**config.mk**
```make
export PLATFORM = sky130hd
export DESIGN_NAME = cs_bit_gen
export DESIGN_NICKNAME = d
export VERILOG_FILES = /design/src/rtl/cs_gen_pkg.sv /design/src/rtl/cs_index_track.sv /design/src/rtl/cs_pin_map.sv /design/src/rtl/cs_crc_gen.sv /design/src/rtl/cs_bit_gen.sv
export SDC_FILE = /design/constraint.sdc
export NUM_CORES = 1
export LEC_CHECK = 0
export ABC_AREA = 1
export BUFFER_PORTS_ARGS = -buffer_cell sky130_fd_sc_hd__buf_2
export CAP_MARGIN = 0
export CORE_MARGIN = 10
export CORE_UTILIZATION = 25
export DETAILED_ROUTE_END_ITERATION = 12
export SYNTH_ARGS = -nofsm -noshare
export SYNTH_HDL_FRONTEND = slang
export SYNTH_SLANG_ARGS = --single-unit
```
**constraint.sdc**
```tcl
create_clock -name clk -period 1.8 [get_ports clk]
set_input_delay 0.18 -clock clk [delete_from_list [all_inputs] [get_ports clk]]
set_output_delay 0.18 -clock clk [all_outputs]
set_load 0.05 [all_outputs]
```
**src/rtl/cs_gen_pkg.sv**
```systemverilog
package cs_gen_pkg;

  typedef enum logic [1:0] {
    CSM_PRO   = 2'd0,
    CSM_CONS  = 2'd1,
    CSM_CD    = 2'd2,
    CSM_TRANS = 2'd3
  } cs_mode_e;

  // Emphasis pattern: [0] -> position 2, [1] -> position 3, [2] -> position 4
  function automatic logic [2:0] emph_bits(input logic [1:0] code);
    case (code)
      2'b00:   return 3'b111;
      2'b01:   return 3'b011;
      2'b10:   return 3'b000;
      default: return 3'b001;
    endcase
  endfunction

  // Rate field: [0] -> position 24, [1] -> position 25
  function automatic logic [1:0] rate_bits(input logic [1:0] code);
    case (code)
      2'b01:   return 2'b10;
      2'b10:   return 2'b11;
      default: return 2'b00;
    endcase
  endfunction

endpackage

```
**src/rtl/cs_index_track.sv**
```systemverilog
module cs_index_track #(
  parameter int BLOCK_BITS = 192,
  localparam int IDX_W = $clog2(BLOCK_BITS)
) (
  input  logic             clk,
  input  logic             rst_n,
  input  logic             adv,
  output logic             chan_b,
  output logic [IDX_W-1:0] idx
);
  localparam logic [IDX_W-1:0] LAST = IDX_W'(BLOCK_BITS - 1);

  always_ff @(posedge clk or negedge rst_n) begin
    if (!rst_n) begin
      chan_b <= 1'b0;
      idx    <= '0;
    end else if (adv) begin
      chan_b <= ~chan_b;
      if (chan_b) idx <= (idx == LAST) ? '0 : idx + 1'b1;
    end
  end
endmodule

```
**src/rtl/cs_pin_map.sv**
```systemverilog
module cs_pin_map
  import cs_gen_pkg::*;
#(
  parameter int IDX_W = 8
) (
  input  cs_mode_e         mode,
  input  logic [IDX_W-1:0] idx,
  input  logic [4:0]       fix_n,
  input  logic [1:0]       rate_code,
  output logic             pin_bit
);
  logic [2:0]  emph;
  logic [1:0]  rate;
  int unsigned pos;

  assign emph = emph_bits(rate_code);
  assign rate = rate_bits(rate_code);

  always_comb begin
    pos     = 32'(idx);
    pin_bit = 1'b0;
    case (mode)
      CSM_PRO: begin
        case (pos)
          0:       pin_bit = 1'b1;
          1:       pin_bit = ~fix_n[0];
          2:       pin_bit = emph[0];
          3:       pin_bit = emph[1];
          4:       pin_bit = emph[2];
          6:       pin_bit = ~fix_n[1];
          7:       pin_bit = ~fix_n[2];
          9:       pin_bit = ~fix_n[3];
          default: pin_bit = 1'b0;
        endcase
      end
      CSM_CONS, CSM_CD: begin
        case (pos)
          2:       pin_bit = ~fix_n[0];
          3:       pin_bit = ~fix_n[1];
          8:       pin_bit = ~fix_n[2];
          9:       pin_bit = ~fix_n[3];
          15:      pin_bit = ~fix_n[4];
          24:      pin_bit = rate[0];
          25:      pin_bit = rate[1];
          default: pin_bit = 1'b0;
        endcase
      end
      default: pin_bit = 1'b0;
    endcase
  end
endmodule

```
**src/rtl/cs_crc_gen.sv**
```systemverilog
module cs_crc_gen #(
  parameter int                BLOCK_BITS = 192,
  parameter int                CRC_BITS   = 8,
  parameter logic [CRC_BITS-1:0] CRC_POLY = 8'h1D,
  localparam int IDX_W     = $clog2(BLOCK_BITS),
  localparam int CRC_IW    = $clog2(CRC_BITS),
  localparam int CRC_START = BLOCK_BITS - CRC_BITS
) (
  input  logic             clk,
  input  logic             rst_n,
  input  logic             adv,
  input  logic             chan_b,
  input  logic [IDX_W-1:0] idx,
  input  logic             bit_in,
  output logic             crc_bit
);
  logic [1:0][CRC_BITS-1:0] crc_all;
  logic                     in_body;
  logic                     in_tail;
  logic [CRC_IW-1:0]        off;

  assign in_body = (idx < IDX_W'(CRC_START));
  assign in_tail = ~in_body;
  assign off     = CRC_IW'(idx - IDX_W'(CRC_START));

  for (genvar ch = 0; ch < 2; ch++) begin : g_chan
    logic [CRC_BITS-1:0] crc_q;
    logic [CRC_BITS-1:0] base;
    logic                fb;

    assign base = (idx == '0) ? '1 : crc_q;
    assign fb   = bit_in ^ base[CRC_BITS-1];

    always_ff @(posedge clk or negedge rst_n) begin
      if (!rst_n) begin
        crc_q <= '1;
      end else if (adv && (chan_b == 1'(ch)) && in_body) begin
        crc_q <= {base[CRC_BITS-2:0], 1'b0} ^ (fb ? CRC_POLY : '0);
      end
    end

    assign crc_all[ch] = crc_q;
  end

  assign crc_bit = in_tail & crc_all[chan_b][off];
endmodule

```
**src/rtl/cs_bit_gen.sv**
```systemverilog
module cs_bit_gen
  import cs_gen_pkg::*;
#(
  parameter int                  BLOCK_BITS = 192,
  parameter int                  CRC_BITS   = 8,
  parameter logic [CRC_BITS-1:0] CRC_POLY   = 8'h1D
) (
  input  logic                          clk,
  input  logic                          rst_n,
  input  logic                          consumer_sel,
  input  logic                          transparent,
  input  logic [4:0]                    fix_n,
  input  logic [1:0]                    rate_code,
  input  logic                          in_valid,
  output logic                          in_ready,
  input  logic                          in_c,
  output logic                          out_valid,
  input  logic                          out_ready,
  output logic                          out_c,
  output logic                          out_chan_b,
  output logic [$clog2(BLOCK_BITS)-1:0] out_idx
);
  localparam int IDX_W = $clog2(BLOCK_BITS);

  cs_mode_e         mode;
  logic             accept;
  logic             chan_b;
  logic [IDX_W-1:0] idx;
  logic             pin_bit;
  logic             crc_bit;
  logic             ser_bit;
  logic             cs_bit;

  always_comb begin
    if (transparent)       mode = CSM_TRANS;
    else if (!consumer_sel) mode = CSM_PRO;
    else if (rate_code == 2'b11) mode = CSM_CD;
    else                   mode = CSM_CONS;
  end

  assign in_ready = ~out_valid | out_ready;
  assign accept   = in_valid & in_ready;

  cs_index_track #(.BLOCK_BITS(BLOCK_BITS)) u_track (
    .clk    (clk),
    .rst_n  (rst_n),
    .adv    (accept),
    .chan_b (chan_b),
    .idx    (idx)
  );

  cs_pin_map #(.IDX_W(IDX_W)) u_map (
    .mode      (mode),
    .idx       (idx),
    .fix_n     (fix_n),
    .rate_code (rate_code),
    .pin_bit   (pin_bit)
  );

  cs_crc_gen #(
    .BLOCK_BITS (BLOCK_BITS),
    .CRC_BITS   (CRC_BITS),
    .CRC_POLY   (CRC_POLY)
  ) u_crc (
    .clk     (clk),
    .rst_n   (rst_n),
    .adv     (accept),
    .chan_b  (chan_b),
    .idx     (idx),
    .bit_in  (cs_bit),
    .crc_bit (crc_bit)
  );

  assign ser_bit = (mode == CSM_CD) ? 1'b0 : in_c;
  assign cs_bit  = (mode == CSM_TRANS) ? in_c
                 : (ser_bit | pin_bit | ((mode == CSM_PRO) & crc_bit));

  always_ff @(posedge clk or negedge rst_n) begin
    if (!rst_n) begin
      out_valid  <= 1'b0;
      out_c      <= 1'b0;
      out_chan_b <= 1'b0;
      out_idx    <= '0;
    end else if (accept) begin
      out_valid  <= 1'b1;
      out_c      <= cs_bit;
      out_chan_b <= chan_b;
      out_idx    <= idx;
    end else if (out_ready) begin
      out_valid  <= 1'b0;
    end
  end
endmodule

```
Yosys cells after proc, flatten, opt, wreduce, memory -nomap -nowiden
Index checks and enable logic that the tools add are counted.
Storage, ports and cells
  RAM bits: 0
  bits of input ports: 14
  bits in latches: 0
  memories kept: 0
  word-level logic and storage cells: 80
  output and inout bits: 12
  flip-flop bits (word level): 36
  memory bits (read-only): 0
Cells by class
  shifts and indexed selects: 0
  div/mod/pow operators: 0
  magnitude comparators: 3
  mux-type cells: 21
  equality and inequality tests: 18
  bitwise operators: 18
  reduce and logical (&&, ||, !) cells: 10
  multipliers: 0
  $add $sub $neg: 2
Operators with widths (count)
  8-bit 2-to-1 mux: 5
  8-bit by 3-bit equality test with 1-bit output, second input constant: 3
  8-bit by 4-bit equality test with 1-bit output, second input constant: 3
  8-bit by 2-bit equality test with 1-bit output, second input constant: 2
  8-bit by 5-bit equality test with 1-bit output, second input constant: 2
  8-bit XOR: 2
  5-bit 2-to-1 mux: 2
  3-bit case mux with 3 select lines: 1
  8-bit by 1-bit adder with 8-bit output, second input constant: 1
  2-bit equality test, second input constant: 4
  8-bit by 1-bit equality test with 1-bit output, second input constant: 1
  8-bit equality test, second input constant: 1
  8-bit zero test: 1
  8-bit less-than comparator, second input constant: 1
  1-bit inverter: 8
  1-bit case mux with 8 select lines: 1
  1-bit case mux with 7 select lines: 1
  2-bit 2-to-1 mux: 3
  1-bit 2-to-1 mux: 5
  2-bit by 1-bit equality test with 1-bit output, second input constant: 2
  1-bit logical AND: 4
  2-bit zero test: 2
  3-bit by 4-bit less-than comparator with 1-bit output, second input constant: 1
  2-bit case mux with 2 select lines: 1
  10 further kinds: 15

Logic depth before layout (Yosys ltp)
Gate-level depths: netlist of run 1.
  word-level depth: 13
  depth in mapped cells: 15
  gate-level depth less buffers: 15

Hierarchy
A second synthesis of run 1 with hierarchy kept.
Unflattened totals
  cells, all modules: 365
  area, all modules: 2539.9 um^2
By module, submodules not included
  cs_crc_gen: area each 1089.8 um^2, cells an instance 166, instances 1, seq. area each 420.4 um^2
  cs_bit_gen: area each 558.0 um^2, cells an instance 61, instances 1, seq. area each 275.3 um^2
  cs_index_track: area each 467.9 um^2, cells an instance 59, instances 1, seq. area each 225.2 um^2
  cs_pin_map: area each 424.2 um^2, cells an instance 79, instances 1, seq. area each 0.0 um^2

Worst setup path after synthesis of run 1
OpenSTA, ideal clock, no wires.
  path type: flip-flop to flip-flop
  start: register out_valid
  end: register u_track.idx[7]
  library setup time: 0.119 ns
  buffers on the path: 1
  data required time: 1.681 ns
  clock period less this slack: 2.216 ns
  arrival time: 2.097 ns
  path slack: -0.416 ns
  stages on the path, launching flop included: 11
  cell sequence: dfrtp_1 -> nand2_1 -> nand2_1 -> buf_2 -> inv_2 -> nand2_1 -> nor3_2 -> nand2_1 -> nor3_1 -> a21oi_1 -> o21a_1
Between the ends
  word-level cells in the longest chain between the ends: 4
RTL lines
  start, declared: line cs_bit_gen.sv:17  | output logic out_valid,
  start signal, assigned: line cs_bit_gen.sv:80  | out_valid <= 1'b0;
  start signal, assigned: line cs_bit_gen.sv:85  | out_valid <= 1'b1;
  start signal, assigned: line cs_bit_gen.sv:90  | out_valid <= 1'b0;
  1-bit inverter: line cs_bit_gen.sv:41  | assign in_ready = ~out_valid | out_ready;
  1-bit bitwise OR: line cs_bit_gen.sv:41
  named net in_ready: line cs_bit_gen.sv:15  | output logic in_ready,
  1-bit AND: line cs_bit_gen.sv:42  | assign accept = in_valid & in_ready;
  2-bit AND reduction (no source line)
  end signal, assigned: line cs_index_track.sv:19  | if (chan_b) idx <= (idx == LAST) ? '0 : idx + 1'b1;
  end, declared: line cs_index_track.sv:9  | output logic [IDX_W-1:0] idx
The timed path passes the listed nets, and every way through them passes these cells.
A chain may end at the register's enable or synchronous reset.

Final worst setup path of run 1
  start: register u_track.idx[1]
  end: register u_crc.g_chan[0].crc_q[4]
Between the ends
  word-level cells in the longest chain between the ends: 10
  elaborated cells on any way between the ends: 30
  those cells by class: add/sub (1); order compare (1); eq/ne (11); mux (8); bitwise (7); reduce/logical (2)
RTL lines
  3-bit by 1-bit subtractor with 3-bit output: line cs_crc_gen.sv:24  | assign off = CRC_IW'(idx - IDX_W'(CRC_START));
  1-bit binary-select mux with 3-bit select: line cs_crc_gen.sv:45  | assign crc_bit = in_tail & crc_all[chan_b][off];
  1-bit 2-to-1 mux (implied by the code): line cs_crc_gen.sv:45
  1-bit AND: line cs_crc_gen.sv:45
  1-bit AND: line cs_bit_gen.sv:76  | : (ser_bit | pin_bit | ((mode == CSM_PRO) & crc_bit));
  1-bit bitwise OR: line cs_bit_gen.sv:76
  1-bit 2-to-1 mux: line cs_bit_gen.sv:75  | assign cs_bit = (mode == CSM_TRANS) ? in_c
  1-bit XOR: line cs_crc_gen.sv:32  | assign fb = bit_in ^ base[CRC_BITS-1];
  5-bit 2-to-1 mux: line cs_crc_gen.sv:38  | crc_q <= {base[CRC_BITS-2:0], 1'b0} ^ (fb ? CRC_POLY : '0);
  8-bit XOR: line cs_crc_gen.sv:38
  end signal, assigned: line cs_crc_gen.sv:38
  end, declared: line cs_crc_gen.sv:27  | logic [CRC_BITS-1:0] crc_q;
Parallel ways exist; a longest one is shown, timed or not. The select of a mux whose other input is x is not followed.

==> results.cfg, run 1 <==
[synthesis]
syn_nets = 351
ys_async_sr_fraction_pct = 100
synthCells = 327
yosysUniqueCellTypes = 31
synth_ff_type = dfrtp_1
synth.avg_cell_area_um2 = 7.16
syn_area_mm2 = 0.00234
synth-edff-count = 0
yosysWarnings = 0
ys_ff_latch = 36
synthTopCellsByArea = dfrtp_1, dfstp_2, nand2_1
synth_top_area_share_pct = 21.4
synth-seq-area-share_pct = 39.3
yosysTopAreaCell = dfrtp_1

[routing]
routedWlPerCell_um = 12.4
vias = 2211
dr.first_iter.drc_count = 128
drt-pass1-iter-count = 4
drc = 0
viasPerCell = 4.58
ant_nets = 0
drt-total-wl_mm = 5.98

[sta]
setup_violations = 9
maxSlewViolCount = 0
slew_headroom_pct = 69.2
worst_pin_slew_ps = 462
layout_setup_ws_ps = -53.2
period_needed_ps = 1850
fmax_mhz = 540
rsz0062_at_grt = yes
skew_ps = 8.26
hold_viol_final = 0
period_share_pct = 103

[run_status]
status = complete, but fails checks
violations = setup timing

[place]
pre_cts_ws_ps = -62.9
dp.final_hpwl_mm = 4.45
io_buffers = 25
dpl-instance-area_mm2 = 0.00273
gp_congestion = 0.877

[grt]
grt_pass1_wl_mm = 9.77
grt_pass1_vias = 2053
grt_usage_pct = 8.79
grt.overflow.total = 0
antenna_found_initial = 0
grt_max_degree = 21

[setup_path]
worstPathArrival_ps = 2090
slowest_stage = dfrtp_2
end_kind = flop
worst-path-max-fanout = 5
crit_path_frequent_cell = nand2_1
required_ps = 2040
critPathLaunchType = flop
max_stage_delay_ps = 450
worstSetupPathType = flop to flop
path_cells = buf_6 > ha_4 > inv_4 > nor2_4 > nand3_2 > nand2_1 > nor2_2 > nand2_2 > nor2_2 > nand2_1 > nand2_2 > nand3_2 > nand2_4 > nand3_1 > nand2_1

[power]
leakage_nw = 1.49
peakVddDrop_mv = 0.508
power_density_mw_per_mm2 = 1510

[floorplan]
fp.coreArea_mm2 = 0.00920
dieArea_mm2 = 0.0136
die_w_um = 117
core.rowCount = 35
start_util_pct = 25.5
num_io_pins = 26
die_y_um = 117

[final_layout]
ff_latch_area_um2 = 926
final_common_cell = nand2_1
most-common-layout-cells = nand2_1, nor2_1, inv_1, buf_2, nand3_1
multi_input_area_mm2 = 0.00141
drive_above_1_share_pct = 35.8
num_antenna_cells = 0
fill_cells = 976
finish.instance_area_mm2 = 0.00305
fin_nets = 395
syn_to_final_growth_pct = 30.3

[clock_network]
clkTransAtPathRegs_ps = 80
htreeDepth = 2
clock_latency_ps = 300
numCtsBuffers = 5
cts.sinks = 36
cts_tree = yes
cts_buffer_depth = 2
clk_root_buffer_cell = clkbuf_8

[min_path]
hold_path.class = input pin to flop

[job]
drv_cap = 0
-- kinds of logic (layout without fill, tap and decap cells) --
kind of cell | count (synthesis) | after routing | share of synthesized area, %
buffers and inverters | 48 | 93 | 8.39
adders and majority gates | 10 | 10 | 5.34
xor gates and xnor gates | 2 | 2 | 0.748
and+or+nand+nor | 193 | 193 | 37.1
DFF | 36 | 36 | 39.3
AOI/OAI and AO/OA | 38 | 38 | 9.03
-- power by group --
part           total [mW]  leakage (nW)  switching, mW  internal, mW
sequential           1.60         0.404          0.314          1.29
clock               0.735        0.0541          0.325         0.410
combinational        2.28          1.03           1.46         0.822
-- metal layers --
metal | share of wire, % | track usage, % | vias to the layer above
met5 | 0 | 0 | -
met4 | 1.3 | 2.88 | 0
met3 | 6.6 | 2.31 | 5
met2 | 42 | 12.4 | 49
met1 | 50 | 12.5 | 1034
li1 | - | - | 1123
-- cell usage after synthesis, types with 4 or more instances --
master and count:
nand2_2 5, nor2_1 48, nand3_1 31, nand3_2 5, inv_1 34, ha_1 10
inv_2 5, o21ai_0 19, buf_2 4, or2_2 4, dfrtp_1 20, dfstp_2 16
nand2_1 87, a21oi_1 12
-- worst max-delay path: cells and delay by family (launching register included) --
kind                     cells  cell delay, ps
flip-flops                   1             450
buffers and inverters        2             210
adder cells (fa/ha/maj)      1             150
AND/OR/NAND/NOR             12             990
-- layout make-up --
type | instances | area share, %
Timing Repair Buffer | 45 | 9.97
Sequential cell | 36 | 30.4
Tap cell | 111 | 4.55
Clock buffer | 5 | 2.26
Inverter | 40 | 5.25
Clock inverter | 3 | 1.39
Multi-Input combinational cell | 243 | 46.2
-- stage by stage --
stage | cells | TNS (ps) | power (mW) | hold slack [ps] | utilization [%]
after floorplan | 327 | 0 | 2.97 | -116 | -
after global placement | 471 | -266 | 3.58 | 161 | 29.7
after detailed placement | 471 | -397 | 3.60 | 165 | 29.7
after CTS | 481 | -5.06 | 4.40 | 194 | 31.2
after global routing | 483 | -1650 | 5.00 | 206 | 33.2
final | 483 | -273 | 4.62 | 190 | 33.2
-- registers in the layout (all words and copies together) (netlist names) --
signal              count
out_c                   1
u_crc.g_chan.crc_q     16
out_chan_b              1
u_track.chan_b          1
out_valid               1
out_idx                 8
u_track.idx             8
-- worst paths after layout --
| path | start | to | slack (ps) | cells past startpoint |
|---|---|---|---|---|
| setup / recovery | u_track.idx[1] | u_crc.g_chan[0].crc_q[4] | -50 | 15 |
| hold / removal | out_ready | out_valid | 190 | 4 |
| setup reg to reg | u_track.idx[1] | u_crc.g_chan[0].crc_q[4] | -50 | 15 |
| hold reg to reg | out_idx[6] | out_idx[6] | 480 | 2 |
| max in group asynchronous | rst_n | u_track.idx[1] | 950 | 3 |
| min in group asynchronous | rst_n | u_track.chan_b | 380 | 2 |
-- repair_timing --
item | in CTS | in global routing
pin swaps | 3 | 19
gates resized for setup | 10 | 40
hold buffers | 1 | 0
endpoints found under the setup margin | 8 | 11
endpoints found under the hold margin | 2 | 0
setup buffers | 1 | 1
gates cloned | 0 | 1
Note: power is estimated with default switching activity, not from simulation.
==> inputs of run 2 (changes only) <==
==> constraint.sdc (replaced) <==
create_clock -name clk -period 1.9 [get_ports clk]
set_input_delay 0.19 -clock clk [delete_from_list [all_inputs] [get_ports clk]]
set_output_delay 0.19 -clock clk [all_outputs]
set_load 0.05 [all_outputs]
==> run 2 against run 1 <==
Critical path type unchanged; die area unchanged; sequential share of layout area increased by 0.50 points; register-to-register slack improved by 130 ps; largest power group unchanged; final area decreased by 1.5%; critical endpoint unchanged; the run now ends clean; critical path depth unchanged; global-route usage increased by 0.12 points.
==> results.cfg, run 2 (synthesis gave the netlist of run 1 again) <==
[run_status]
status = complete, no violations

[sta]
period_needed_ps = 1820
layout_setup_ws_ps = 78.7
skew_ps = 10.3
slew_headroom_pct = 63.4
hold_viol_final = 0
finalSetupTns_ps = 0
period_share_pct = 95.9
holdWs_ps = 149
fmax_mhz = 549
setup_violations = 0
rsz0062_at_grt = yes
maxSlewViolCount = 0
worst_pin_slew_ps = 549

[clock_network]
cts_buffer_depth = 2
cts_tree = yes
clock_latency_ps = 300
htreeDepth = 2
numCtsBuffers = 5
clkTransAtPathRegs_ps = 80
cts.sinks = 36
clk_root_buffer_cell = clkbuf_8

[place]
io_buffers = 25
gp_congestion = 0.879
dp.final_hpwl_mm = 4.45
pre_cts_ws_ps = 13.2

[final_layout]
largest-register = u_crc.g_chan.crc_q
fin_nets = 390
final_common_cell = nand2_1
fill_cells = 991
drive_above_1_share_pct = 38.7
most-common-layout-cells = nand2_1, nor2_1, inv_1, buf_2, nand3_1
syn_to_final_growth_pct = 28.4
num_antenna_cells = 0
largestRegisters = u_crc.g_chan.crc_q: 16 flops, out_idx: 8 flops, u_track.idx: 8 flops
largest_reg_flops = 16

[floorplan]
core.rowCount = 35
die_y_um = 117
num_io_pins = 26
fp.coreArea_mm2 = 0.00920
die_w_um = 117
dieArea_mm2 = 0.0136
start_util_pct = 25.5

[setup_path]
slowest_stage = dfrtp_2
crit_family = simple AND/OR/NAND/NOR gates
worst-path-max-fanout = 5
cp_num_buf_inv = 1
worstSetupPathType = flop to flop
worstPathArrival_ps = 2060
crit_path_frequent_cell = nand2_2
critPathLaunchType = flop
end_kind = flop
path_cells = inv_4 > ha_4 > nand3_4 > nor2_2 > nand2_2 > nand2_2 > nor2_2 > nand2_2 > nor2_2 > nand2_2 > nand2_4 > nand3_2 > nand2_4 > nand3_2 > nand2_1
max_stage_delay_ps = 480
required_ps = 2140

[routing]
viasPerCell = 4.65
drt-pass1-iter-count = 4
drc = 0
dr.first_iter.drc_count = 138
vias = 2223
ant_nets = 0
drt-total-wl_mm = 6.13
routedWlPerCell_um = 12.8

[grt]
grt_usage_pct = 8.92
grt_pass1_wl_mm = 9.90
antenna_found_initial = 0
grt_pass1_vias = 2070
grt_max_degree = 25
grt.overflow.total = 0

[min_path]
hold_path.class = input pin to flop

[power]
peakVddDrop_mv = 0.387
leakage_nw = 1.46
power_density_mw_per_mm2 = 1430

[job]
drv_cap = 0
-- run 2: cell types whose count changed in the layout (fill, tap and decap cells not counted), sizes merged --
cell	previous run	this run
bufinv	1	0
clkinvlp	1	0
buf	44	39
clkinv	1	3
-- run 2: cell type report --
class | count | area (um2) | share of cell area (%)
multi-input cells | 243 | 1440 | 48.0
flip-flops and latches | 36 | 927 | 30.8
repair buffers | 40 | 244 | 8.12
inverters | 40 | 165 | 5.50
well taps | 111 | 139 | 4.62
clock buffers | 5 | 68.8 | 2.29
clock inverters | 3 | 18.8 | 0.624
-- run 2: path summary, 6_finish.rpt --
| kind | start | end | slack [ps] | cells after the start |
|---|---|---|---|---|
| worst min-delay path | out_ready | out_valid | 150 | 4 |
| worst max-delay path | u_track.idx[1] | u_crc.g_chan[0].crc_q[4] | 80 | 15 |
| max in group asynchronous | rst_n | u_crc.g_chan[1].crc_q[6] | 810 | 3 |
| worst min register to register | out_idx[0] | out_idx[0] | 480 | 2 |
| worst max register to register | u_track.idx[1] | u_crc.g_chan[0].crc_q[4] | 80 | 15 |
| min in group asynchronous | rst_n | out_idx[3] | 420 | 2 |
-- run 2: worst register-to-register path, cell delays in order, from the launching register on --
cell and delay, ps:
dfrtp_2 480, inv_4 70, ha_4 170, nand3_4 80
nor2_2 40, nand2_2 90, nand2_2 60, nor2_2 80
nand2_2 70, nor2_2 90, nand2_2 70, nand2_4 100
nand3_2 110, nand2_4 110, nand3_2 70, nand2_1 60
-- run 2: power breakdown --
group / internal, mW / total, mW / switching, mW
Clock: 0.256 / 0.555 / 0.299
Sequential: 1.22 / 1.55 / 0.325
Combinational: 0.770 / 2.21 / 1.44
Total: 2.25 / 4.31 / 2.06
-- run 2: per-layer routing --
metal,GRT usage (%),vias to the layer above,share of wire (%)
met5,0,-,0
met4,2.80,0,1.5
met3,2.52,6,5.8
met2,12.6,54,43
met1,12.7,1048,50
li1,-,1115,-
-- run 2: timing repair --
| item | CTS | global route |
|---|---|---|
| setup endpoints to repair | 6 | 8 |
| gates resized for setup | 1 | 66 |
| pin swaps | 0 | 23 |
| hold buffers | 1 | 0 |
| setup buffers | 0 | 4 |
| endpoints found under the hold margin | 19 | 0 |
-- run 2: through the flow --
stage | instances | total power [mW] | utilization, % | area, um2
after floorplan | 327 | 2.80 | - | 2350
after global placement | 465 | 3.32 | 28.8 | 2650
after detailed placement | 465 | 3.35 | 28.8 | 2650
after CTS | 474 | 3.93 | 29.9 | 2750
after global routing | 478 | 4.66 | 32.7 | 3010
final | 478 | 4.31 | 32.7 | 3010
